--- src/rtl/tlbi_pkg.sv ---
package tlbi_pkg;
    localparam int PAGE_SHIFT   = 12;
    localparam int PG_W         = 64 - PAGE_SHIFT;
    localparam int MASK_W       = 6;
    localparam int BUSY_BIT     = 63;
    localparam int GRAN_LSB     = 60;
    localparam int DRAIN_RD_BIT = 49;
    localparam int DRAIN_WR_BIT = 48;
    localparam int DID_LSB      = 32;
    localparam int HINT_BIT     = 6;

    localparam logic [1:0] GRAN_GLOBAL = 2'b01;
    localparam logic [1:0] GRAN_DOMAIN = 2'b10;
    localparam logic [1:0] GRAN_PAGE   = 2'b11;

    typedef enum logic [1:0] {
        PH_PAGE   = 2'd0,
        PH_DOMAIN = 2'd1,
        PH_GLOBAL = 2'd2
    } phase_e;

    typedef enum logic [2:0] {
        ST_IDLE  = 3'd0,
        ST_ADDR  = 3'd1,
        ST_CMD   = 3'd2,
        ST_POLL  = 3'd3,
        ST_CHECK = 3'd4,
        ST_DONE  = 3'd5
    } state_e;
endpackage

--- src/rtl/tlbi_mask_calc.sv ---
module tlbi_mask_calc
    import tlbi_pkg::*;
#(
    parameter int CNT_W = 20
) (
    input  logic [PG_W-1:0]   page_num,
    input  logic [CNT_W-1:0]  remain,
    input  logic [MASK_W-1:0] max_mask,
    output logic [MASK_W-1:0] mask
);
    logic [MASK_W-1:0] align_ord;
    logic [MASK_W-1:0] count_ord;
    logic              seen;
    logic [MASK_W-1:0] lo;

    // alignment order: lowest set bit of the page number, cap when zero
    always_comb begin
        align_ord = max_mask;
        seen      = 1'b0;
        for (int i = 0; i < PG_W; i++) begin
            if (!seen && page_num[i]) begin
                align_ord = MASK_W'(i);
                seen      = 1'b1;
            end
        end
    end

    // count order: floor(log2(remain))
    always_comb begin
        count_ord = '0;
        for (int i = 0; i < CNT_W; i++) begin
            if (remain[i]) count_ord = MASK_W'(i);
        end
    end

    always_comb begin
        lo   = (align_ord < count_ord) ? align_ord : count_ord;
        mask = (lo < max_mask) ? lo : max_mask;
    end
endmodule

--- src/rtl/tlbi_poll_timer.sv ---
module tlbi_poll_timer #(
    parameter int LIMIT = 1000
) (
    input  logic clk,
    input  logic rst_n,
    input  logic clear,
    input  logic step,
    output logic expired
);
    localparam int W = $clog2(LIMIT + 1);
    logic [W-1:0] cnt_q;

    assign expired = (cnt_q == W'(LIMIT));

    always_ff @(posedge clk or negedge rst_n) begin
        if (!rst_n)                cnt_q <= '0;
        else if (clear)            cnt_q <= '0;
        else if (step && !expired) cnt_q <= cnt_q + W'(1);
    end

    p_count_bounded_r11: assert property (@(posedge clk) disable iff (!rst_n)
        cnt_q <= W'(LIMIT));
endmodule

--- src/rtl/tlb_inval_splitter.sv ---
module tlb_inval_splitter
    import tlbi_pkg::*;
#(
    parameter int DID_W      = 16,
    parameter int CNT_W      = 20,
    parameter int MAX_STEPS  = 4,
    parameter int POLL_LIMIT = 1000
) (
    input  logic              clk,
    input  logic              rst_n,
    input  logic              req_start,
    input  logic [1:0]        req_kind,
    input  logic [DID_W-1:0]  req_did,
    input  logic [51:0]       req_page,
    input  logic [CNT_W-1:0]  req_pages,
    input  logic              req_hint,
    input  logic              cap_psi,
    input  logic              cap_drain_wr,
    input  logic              cap_drain_rd,
    input  logic [5:0]        cap_max_mask,
    output logic              req_busy,
    output logic              req_done,
    output logic              err_timeout,
    output logic              reg_wr_en,
    output logic              reg_wr_sel,
    output logic [63:0]       reg_wr_data,
    output logic              reg_rd_en,
    input  logic              reg_rd_busy
);
    localparam int STEP_W = $clog2(MAX_STEPS + 1);

    state_e              state_q, state_d;
    phase_e              phase_q;
    logic [DID_W-1:0]    did_q;
    logic [PG_W-1:0]     pg_q;
    logic [CNT_W-1:0]    rem_q;
    logic                hint_q, dw_q, dr_q;
    logic [MASK_W-1:0]   maxm_q, mask_q, mask_c;
    logic [STEP_W-1:0]   steps_q;
    logic                err_q;
    logic                poll_exp;
    logic [CNT_W-1:0]    step_pages;
    logic [CNT_W-1:0]    rem_after;
    logic                last_step;

    tlbi_mask_calc #(.CNT_W(CNT_W)) u_mask (
        .page_num (pg_q),
        .remain   (rem_q),
        .max_mask (maxm_q),
        .mask     (mask_c)
    );

    tlbi_poll_timer #(.LIMIT(POLL_LIMIT)) u_timer (
        .clk     (clk),
        .rst_n   (rst_n),
        .clear   (state_q == ST_CMD),
        .step    (state_q == ST_CHECK && reg_rd_busy),
        .expired (poll_exp)
    );

    assign step_pages = CNT_W'(1) << mask_q;
    assign rem_after  = rem_q - step_pages;
    assign last_step  = (steps_q + STEP_W'(1)) == STEP_W'(MAX_STEPS);

    // next state
    always_comb begin
        state_d = state_q;
        unique case (state_q)
            ST_IDLE: begin
                if (req_start) begin
                    if (req_kind == 2'd0 && cap_psi)
                        state_d = (req_pages == '0) ? ST_DONE : ST_ADDR;
                    else if (req_kind == 2'd0)
                        state_d = ST_CMD;
                    else
                        state_d = ST_CMD;
                end
            end
            ST_ADDR:  state_d = ST_CMD;
            ST_CMD:   state_d = ST_POLL;
            ST_POLL:  state_d = ST_CHECK;
            ST_CHECK: begin
                if (reg_rd_busy)
                    state_d = poll_exp ? ST_IDLE : ST_POLL;
                else if (phase_q == PH_PAGE) begin
                    if (rem_after == '0)  state_d = ST_DONE;
                    else if (last_step)   state_d = ST_CMD;
                    else                  state_d = ST_ADDR;
                end else
                    state_d = ST_DONE;
            end
            ST_DONE:  state_d = ST_IDLE;
            default:  state_d = ST_IDLE;
        endcase
    end

    // state register
    always_ff @(posedge clk or negedge rst_n) begin
        if (!rst_n) state_q <= ST_IDLE;
        else        state_q <= state_d;
    end

    // request and step datapath
    always_ff @(posedge clk or negedge rst_n) begin
        if (!rst_n) begin
            phase_q <= PH_GLOBAL;
            did_q   <= '0;
            pg_q    <= '0;
            rem_q   <= '0;
            hint_q  <= 1'b0;
            dw_q    <= 1'b0;
            dr_q    <= 1'b0;
            maxm_q  <= '0;
            mask_q  <= '0;
            steps_q <= '0;
            err_q   <= 1'b0;
        end else begin
            unique case (state_q)
                ST_IDLE: if (req_start) begin
                    did_q   <= req_did;
                    pg_q    <= req_page;
                    rem_q   <= req_pages;
                    hint_q  <= req_hint;
                    dw_q    <= cap_drain_wr;
                    dr_q    <= cap_drain_rd;
                    maxm_q  <= cap_max_mask;
                    steps_q <= '0;
                    if (req_kind == 2'd0)
                        phase_q <= cap_psi ? PH_PAGE : PH_DOMAIN;
                    else if (req_kind == 2'd1)
                        phase_q <= PH_DOMAIN;
                    else
                        phase_q <= PH_GLOBAL;
                end
                ST_ADDR: mask_q <= mask_c;
                ST_CHECK: begin
                    if (reg_rd_busy) begin
                        if (poll_exp) err_q <= 1'b1;
                    end else if (phase_q == PH_PAGE) begin
                        rem_q   <= rem_after;
                        pg_q    <= pg_q + PG_W'(step_pages);
                        steps_q <= steps_q + STEP_W'(1);
                        if (rem_after != '0 && last_step) phase_q <= PH_DOMAIN;
                    end
                end
                default: ;
            endcase
        end
    end

    // outputs
    always_comb begin
        reg_wr_en   = 1'b0;
        reg_wr_sel  = 1'b0;
        reg_wr_data = '0;
        reg_rd_en   = 1'b0;
        unique case (state_q)
            ST_ADDR: begin
                reg_wr_en   = 1'b1;
                reg_wr_data = {pg_q, 5'b0, hint_q, mask_c};
            end
            ST_CMD: begin
                reg_wr_en  = 1'b1;
                reg_wr_sel = 1'b1;
                reg_wr_data[BUSY_BIT]     = 1'b1;
                reg_wr_data[DRAIN_RD_BIT] = dr_q;
                reg_wr_data[DRAIN_WR_BIT] = dw_q;
                unique case (phase_q)
                    PH_PAGE: begin
                        reg_wr_data[GRAN_LSB +: 2]   = GRAN_PAGE;
                        reg_wr_data[DID_LSB +: DID_W] = did_q;
                    end
                    PH_DOMAIN: begin
                        reg_wr_data[GRAN_LSB +: 2]   = GRAN_DOMAIN;
                        reg_wr_data[DID_LSB +: DID_W] = did_q;
                    end
                    default: reg_wr_data[GRAN_LSB +: 2] = GRAN_GLOBAL;
                endcase
            end
            ST_POLL: reg_rd_en = 1'b1;
            default: ;
        endcase
    end

    assign req_busy    = (state_q != ST_IDLE);
    assign req_done    = (state_q == ST_DONE);
    assign err_timeout = err_q;

    p_cmd_follows_addr_r3: assert property (@(posedge clk) disable iff (!rst_n)
        (reg_wr_en && !reg_wr_sel) |=> (reg_wr_en && reg_wr_sel));
    p_mask_capped_r4: assert property (@(posedge clk) disable iff (!rst_n)
        (reg_wr_en && !reg_wr_sel) |-> (reg_wr_data[5:0] <= maxm_q));
    p_block_fits_r4: assert property (@(posedge clk) disable iff (!rst_n)
        (state_q == ST_ADDR) |-> ((CNT_W'(1) << mask_c) <= rem_q));
    p_remaining_drops_r5: assert property (@(posedge clk) disable iff (!rst_n)
        (state_q == ST_CHECK && !reg_rd_busy && phase_q == PH_PAGE) |=> (rem_q < $past(rem_q)));
    p_cmd_busy_set_r8: assert property (@(posedge clk) disable iff (!rst_n)
        (reg_wr_en && reg_wr_sel) |-> reg_wr_data[BUSY_BIT]);
    p_global_no_did_r9: assert property (@(posedge clk) disable iff (!rst_n)
        (reg_wr_en && reg_wr_sel && reg_wr_data[GRAN_LSB +: 2] == GRAN_GLOBAL)
            |-> (reg_wr_data[DID_LSB +: 16] == 16'd0));
    p_port_exclusive_r10: assert property (@(posedge clk) disable iff (!rst_n)
        !(reg_wr_en && reg_rd_en));
    p_no_write_after_busy_r10: assert property (@(posedge clk) disable iff (!rst_n)
        (reg_rd_en) |=> !reg_wr_en);
    p_err_sticky_r11: assert property (@(posedge clk) disable iff (!rst_n)
        err_timeout |=> err_timeout);
    p_done_pulse_r2: assert property (@(posedge clk) disable iff (!rst_n)
        req_done |=> (!req_done && !req_busy));
endmodule

--- config.mk ---
export PLATFORM = sky130hd
export DESIGN_NAME = tlb_inval_splitter
export DESIGN_NICKNAME = d
export VERILOG_FILES = /design/src/rtl/tlbi_pkg.sv /design/src/rtl/tlbi_mask_calc.sv /design/src/rtl/tlbi_poll_timer.sv /design/src/rtl/tlb_inval_splitter.sv
export SDC_FILE = /design/constraint.sdc
export NUM_CORES = 1
export LEC_CHECK = 0
export BUFFER_PORTS_ARGS = -buffer_cell sky130_fd_sc_hd__buf_2
export CAP_MARGIN = 25
export CELL_PAD_IN_SITES_DETAIL_PLACEMENT = 2
export CELL_PAD_IN_SITES_GLOBAL_PLACEMENT = 2
export CORE_AREA = 2 2 205 166
export CTS_BUF_LIST = sky130_fd_sc_hd__clkbuf_16
export CTS_CLUSTER_SIZE = 10
export DETAILED_ROUTE_END_ITERATION = 10
export DIE_AREA = 0 0 207 168
export PLACE_DENSITY = 0.8
export RECOVER_POWER = 100
export SETUP_SLACK_MARGIN = 0.4
export SLEW_MARGIN = 5
export SYNTH_ARGS = -nofsm -noshare
export SYNTH_HDL_FRONTEND = slang
export SYNTH_HIERARCHICAL = 1
export SYNTH_SLANG_ARGS = --single-unit
export TNS_END_PERCENT = 10
--- constraint.sdc ---
create_clock -name clk -period 7.2 [get_ports clk]
set_input_delay 1.08 -clock clk [delete_from_list [all_inputs] [get_ports clk]]
set_output_delay 1.08 -clock clk [all_outputs]
set_load 0.02 [all_outputs]
## Yosys cells after proc, flatten, opt, wreduce, memory -nomap -nowiden

Cells that the tools add are included.

| operators by class | value |
|---|---|
| divide/modulo/power cells | 0 |
| equal/unequal tests | 13 |
| bitwise gates (word level) | 0 |
| order comparisons | 2 |
| reduce and logical (&&, ||, !) cells | 122 |
| $mul | 0 |
| muxes and demuxes | 166 |
| shift-type cells | 1 |
| $add $sub $neg | 4 |

Operator list:

| operator | number |
|---|---|
| 6-bit 2-to-1 mux | 54 |
| 52-bit 2-to-1 mux | 3 |
| 52-bit one-hot mux with 2 select lines | 1 |
| 20-bit 2-to-1 mux | 3 |
| 1-bit 2-to-1 mux | 57 |
| 1-bit logical AND | 55 |
| 52-bit by 20-bit adder with 52-bit output | 1 |
| 1-bit zero test | 52 |
| 20-bit zero test | 2 |
| 20-bit one-hot mux with 2 select lines | 1 |
| 3-bit 2-to-1 mux | 13 |
| 18-bit one-hot mux with 2 select lines | 1 |
| 32-bit 2-to-1 mux | 1 |
| 4-bit 2-to-1 mux | 8 |
| 10-bit 2-to-1 mux | 3 |
| 2-bit 2-to-1 mux | 10 |
| 5-bit 2-to-1 mux | 4 |
| 20-bit nonzero test | 1 |
| 1-bit by 6-bit << shifter with 20-bit output, first input constant | 1 |
| 20-bit subtractor | 1 |
| 16-bit 2-to-1 mux | 1 |
| 3-bit one-hot mux with 5 select lines | 1 |
| 2-bit one-hot mux with 2 select lines | 3 |
| 10-bit by 1-bit adder with 10-bit output, second input constant | 1 |
| other kinds (21) | 30 |

| word-level totals | value |
|---|---|
| flip-flop bits (word level) | 122 |
| output and inout port bits | 70 |
| RAM bits | 0 |
| memory bits (read-only) | 0 |
| bits of input ports | 104 |
| bits in latches | 0 |
| memories | 0 |

## Longest topological paths before layout

| depth | value |
|---|---|
| word-level depth | 159 |
| gate-level depth with buffers | 24 |
| gate-level depth less buffers | 23 |

## Cells and area by module

Netlist, hierarchy kept.

Modules (own cells, without submodules):

| module | area an instance (um^2) | cells each | instances |
|---|---|---|---|
| tlb_inval_splitter | 8454.4 | 1064 | 1 |
| tlbi_mask_calc | 1923.1 | 298 | 1 |
| tlbi_poll_timer | 633.1 | 66 | 1 |

## Worst setup path before layout

OpenSTA, ideal clock, no wires.

| path | value |
|---|---|
| path kind | register -> output |
| from | register pg_q[1] |
| to | output reg_wr_data[2] |
| arrival | 5270 ps |
| path buffers | 1 |
| required time | 6120 ps |
| cell stages (with the launch flop) | 25 |
| path slack | 850 ps |
| path through | dfrtp_1 > nor4_2 > nand4_2 > buf_2 > or2b_1 > or2_2 > a31oi_1 > o221ai_1 > o31ai_1 > inv_1 > ha_1 > a21o_1 > a21o_1 > a21oi_1 > o211ai_1 > o21bai_2 > mux2_4 > ha_1 > a21o_1 > a21o_1 > a21oi_1 > o21a_1 > a31o_2 > mux2_4 > and2_1 |

| between the ends | value |
|---|---|
| word-level cells in the longest chain between the ends | 157 |
| elaborated cells on any way between the ends | 207 |
| those cells by class | order compare: 2; mux: 104; reduce/logical: 101 |

Ends and longest elaborated chain:

| item | line | RTL |
|---|---|---|
| start: declaration | tlb_inval_splitter.sv:35 | `logic [PG_W-1:0] pg_q;` |
| start signal: assignment | tlb_inval_splitter.sv:121 | `pg_q <= req_page;` |
| start signal: assignment | tlb_inval_splitter.sv:141 | `pg_q <= pg_q + PG_W'(step_pages);` |
| 1-bit logical AND (*) | tlbi_mask_calc.sv:21 | `if (!seen && page_num[i]) begin` |
| 1-bit 2-to-1 mux | tlbi_mask_calc.sv:21 |  |
| 1-bit zero test | tlbi_mask_calc.sv:21 |  |
| 1-bit logical AND | tlbi_mask_calc.sv:21 |  |
| 1-bit 2-to-1 mux | tlbi_mask_calc.sv:21 |  |
| 1-bit zero test | tlbi_mask_calc.sv:21 |  |
| 1-bit logical AND | tlbi_mask_calc.sv:21 |  |
| 1-bit 2-to-1 mux | tlbi_mask_calc.sv:21 |  |
| [... 142 more ...] | -- |  |
| 1-bit logical AND | tlbi_mask_calc.sv:21 |  |
| 6-bit 2-to-1 mux (*) | tlbi_mask_calc.sv:21 |  |
| 6-bit by 5-bit < comparator with 1-bit output | tlbi_mask_calc.sv:37 | `lo = (align_ord < count_ord) ? align_ord : count_ord;` |
| 6-bit 2-to-1 mux (*) | tlbi_mask_calc.sv:37 |  |
| 6-bit < comparator | tlbi_mask_calc.sv:38 | `mask = (lo < max_mask) ? lo : max_mask;` |
| 6-bit 2-to-1 mux (*) | tlbi_mask_calc.sv:38 |  |
| net mask_c[2] | tlb_inval_splitter.sv:38 | `logic [MASK_W-1:0] maxm_q, mask_q, mask_c;` |
| 32-bit 2-to-1 mux (*) | tlb_inval_splitter.sv:157 | `unique case (state_q)` |
| end: declaration | tlb_inval_splitter.sv:26 | `output logic [63:0] reg_wr_data,` |

The timed path passes the listed nets; every way through them passes the cells marked *.

## Worst setup path in the final report

| path | value |
|---|---|
| from | register pg_q[5] |
| to | output reg_wr_data[4] |

| between the ends | value |
|---|---|
| word-level cells in the longest chain between the ends | 145 |
| elaborated cells on any way between the ends | 191 |
| those cells by class | order compare: 2; mux: 96; reduce/logical: 93 |

Ends and longest elaborated chain:

| item | line |
|---|---|
| 1-bit logical AND (*) | tlbi_mask_calc.sv:21 |
| 1-bit 2-to-1 mux | tlbi_mask_calc.sv:21 |
| 1-bit zero test | tlbi_mask_calc.sv:21 |
| 1-bit logical AND | tlbi_mask_calc.sv:21 |
| 1-bit 2-to-1 mux | tlbi_mask_calc.sv:21 |
| 1-bit zero test | tlbi_mask_calc.sv:21 |
| 1-bit logical AND | tlbi_mask_calc.sv:21 |
| 1-bit 2-to-1 mux | tlbi_mask_calc.sv:21 |
| [... 130 more ...] | -- |
| 1-bit logical AND | tlbi_mask_calc.sv:21 |
| 6-bit 2-to-1 mux (*) | tlbi_mask_calc.sv:21 |
| 6-bit by 5-bit < comparator with 1-bit output | tlbi_mask_calc.sv:37 |
| 6-bit 2-to-1 mux (*) | tlbi_mask_calc.sv:37 |
| 6-bit < comparator | tlbi_mask_calc.sv:38 |
| 6-bit 2-to-1 mux (*) | tlbi_mask_calc.sv:38 |
| net mask_c[4] | tlb_inval_splitter.sv:38 |
| 32-bit 2-to-1 mux (*) | tlb_inval_splitter.sv:157 |

Marked as above.

==> results.yml <==
outcome:
  outcome: "complete, but fails checks"
  violations: "capacitance limit, slew limit"
yosys:
  yosys_register_bits: 122
  synth_xor_area_frac: 0.02307
  synth.distinct_cells: 103
  avgSynthCellArea_sq_um: 7.710
  synth_top_area_frac: 0.2750
  async_flop_share: 1.000
  synth_common_cells: "nand2_1 (204), a21oi_1 (128), dfrtp_1 (121)"
  synth_edf_count: 0
  synth_top_family_by_area: "simple AND/OR/NAND/NOR gates"
  yosysMostFrequentCell: "nand2_1"
  synth-compound-area-share: 0.2735
  netlist_top_cells_area: "dfrtp_1 (28%), nand2_1 (7.0%), ha_1 (5.9%), a21oi_1 (5.8%), nor2_1 (4.0%)"
  synth_seq_area_share: 0.2774
  synthSimpleGateAreaFrac: 0.2919
  synth_area_sq_um: 11010
  synthMuxAreaShare: 0.01659
  yosysTopAreaCell: "dfrtp_1"
  syn_inst: 1428
  yosys_warnings: 6
  synth_ff_type: "dfrtp_1"
  synthAdderAreaFrac: 0.06273
floorplanning:
  rows: 60
  ios: 174
  core_sq_um: 33030
  die_h_microns: 168
  fp.dieArea_sq_um: 34780
  chipWidth_microns: 207
  initial_core_util: 0.3333
sta:
  slew_violations: 270
  fin_skew_ns: 0.01292
  hold_viol: 0
  max-slew-margin-rel: -1.719
  tightest_slew_ns: 4.078
  finalCritPeriodShare: 0.9493
  finalSetupViolCount: 0
  fin_crit_ns: 6.835
  fmax_mhz: 146.3
  rsz0062_at_grt: "true"
  setup_ws_ns: 0.3649
  fin_tns_setup_ns: 0
final_layout:
  drive_gt1_frac: 0.2038
  stdcell_count: 2064
  nNetsFinal: 1774
  seq_area_sq_um: 3064
  area_growth_pct: 21.82
  post-route-util: 0.4061
  nFillCells: 3833
  multi_input_area_sq_um: 7616
global_route:
  grt_usage: 0.2930
  grt_pass1_wl_mm: 78.99
  antenna_found_initial: 2
  grt_max_degree: 82
  first_global_vias: 12920
  overflow: 0
critical_path:
  required_ns: 6.12
  critPathLaunchType: "register"
  r2r_cells: 9
  worstSetupEndpointType: "output port"
  crit_fanout: 6
  regToRegSetupSlack_ns: 1.48
  worstReg2RegEnd: "pg_q[30]"
  arrival_ns: 5.76
  critPathKind: "reg -> out"
  worst_r2r_startpoint: "state_q[2]"
power:
  max-vdd-ir-drop_v: 0.0002035
  p_per_area_nw_per_um2: 468.6
  p_leak_nw: 6.026
  power_w: 0.006285
route:
  drtPass1Iterations: 5
  drtAntennaViolNets: 0
  drt-initial-drc-count: 867
  wl_mm: 52.68
  route.vias.total: 12430
  vias_per_cell: 6.022
  wl_per_cell_microns: 25.53
  drcViolationCount: 0
clock_tree:
  clk_pin_slew_worst_paths_ns: 0.06
  numClockSinks: 122
  tritoncts: "yes"
  clockBufferDepth: 2
  h-tree-depth: 4
  clock_latency_ns: 0.45
  cts_hold_buf: 0
  numCtsBuffers: 17
  cts-root-buf: "clkbuf_16"
placed_design:
  io_buffers: 168
  gp_congestion: 0.9139
  dpl.hpwl_mm: 37.28
  dp.cells: 1996
  pre_cts_slack_ns: 0.05027
job:
  cap_violations: 5
min_path:
  min_from: "hint_q"
  hold_end: "hint_q"
  min_path_type: "reg -> reg"
  worstHoldPathCells: 2
-- cell type report --
class	instances	area share
antenna	1	0.0001866
clock inverter	15	0.01576
multi-input combinational	1173	0.5678
inverter	64	0.01791
sequential	122	0.2285
tap	434	0.04048
clock buffer	17	0.03172
timing repair buffer	238	0.09767
-- logic make-up (layout without fill, tap and decap cells) --
kind of cell	after synthesis	count (layout)
xor gates and xnor gates	29	29
AOI/OAI and AO/OA	451	451
buffers and inverters	137	334
adders and majority gates	54	54
muxes	15	15
DFF	122	122
other	2	7
and+or+nand+nor	618	618
-- what timing repair did --
item                                    in CTS  in global routing
endpoints found under the hold margin        0                  0
buffers inserted                            21                 11
pin swaps                                   18                 13
resized for setup                           39                 20
endpoints found under the setup margin       6                  6
-- worst max-delay path: stages, from the launching register on --
cell      delay [ns]
dfrtp_2         0.45
nor4_4          0.41
buf_4           0.18
buf_4           0.10
nand2_1         0.15
o21ai_2         0.28
a21oi_4         0.10
a31oi_4         0.17
a32oi_2         0.15
or2_4           0.26
ha_1            0.20
a21o_1          0.18
a21o_1          0.19
a21oi_2         0.11
o211ai_1        0.11
o21bai_4        0.22
mux2_4          0.34
ha_4            0.22
a21o_1          0.18
a21o_1          0.18
a21oi_4         0.14
o21a_1          0.20
a31o_4          0.17
mux2_4          0.32
and2_1          0.13
buf_2           0.17
-- registers in the layout (all words and copies together) (netlist names), 3 cells and up --
register	count
pg_q	52
rem_q	20
did_q	16
u_timer/cnt_q	10
mask_q	6
maxm_q	6
state_q	3
steps_q	3
-- power breakdown --
group / internal [W] / switching (W)
logic: 0.00135 / 0.00245
clock network: 0.000587 / 0.000393
registers: 0.000987 / 0.000515
total: 0.00293 / 0.00336
-- layout by cell type (no fill, tap or decap), types with 12 or more instances in the layout --
master,synthesis,routed
a211oi_1,14,14
a21o_1,24,24
a21oi_1,128,120
a22o_1,19,19
a31oi_1,21,19
and2_0,0,32
and2_1,51,19
and3_1,19,19
buf_2,4,134
buf_4,7,61
clkbuf_1,52,40
clkbuf_16,0,17
dfrtp_1,121,113
ha_1,52,50
inv_1,64,65
nand2_1,204,203
nand2b_1,12,12
nand3_1,28,28
nand4_1,27,27
nor2_1,117,113
nor2b_1,22,22
nor3_1,40,39
nor4_1,14,15
o211ai_1,14,14
o21a_1,16,16
o21ai_0,85,84
o21bai_1,12,12
o22ai_1,12,12
xor2_1,20,20
-- stage by stage --
step	instance area [sq um]	hold slack, ns
floorplan	11030	0.4374
global placement	12340	0.4508
detailed placement	12340	0.4612
CTS	13310	0.4823
global route	13410	0.5142
finish	13410	0.4790
-- how the worst max path moves through the flow --
stage	from	to	slack, ns	depth (start not counted)
5_1_grt	pg_q[11]	reg_wr_data[1]	0.10	26
6_report	pg_q[5]	reg_wr_data[4]	0.36	25
3_5_place_dp	pg_q[3]	reg_wr_data[2]	0.05	24
2_1_floorplan	pg_q[1]	reg_wr_data[2]	0.85	24
3_3_place_gp	pg_q[3]	reg_wr_data[3]	0.40	23
4_1_cts	pg_q[33]	reg_wr_data[2]	0.40	22
-- layer usage --
metal,GRT usage,part of all wire,vias up
met2,0.4567,0.46,372
met4,0.08944,0.024,0
met3,0.05353,0.054,71
li1,-,-,5573
met1,0.4116,0.47,6413
met5,0,0,-
Power figures use the tool's default switching activity.
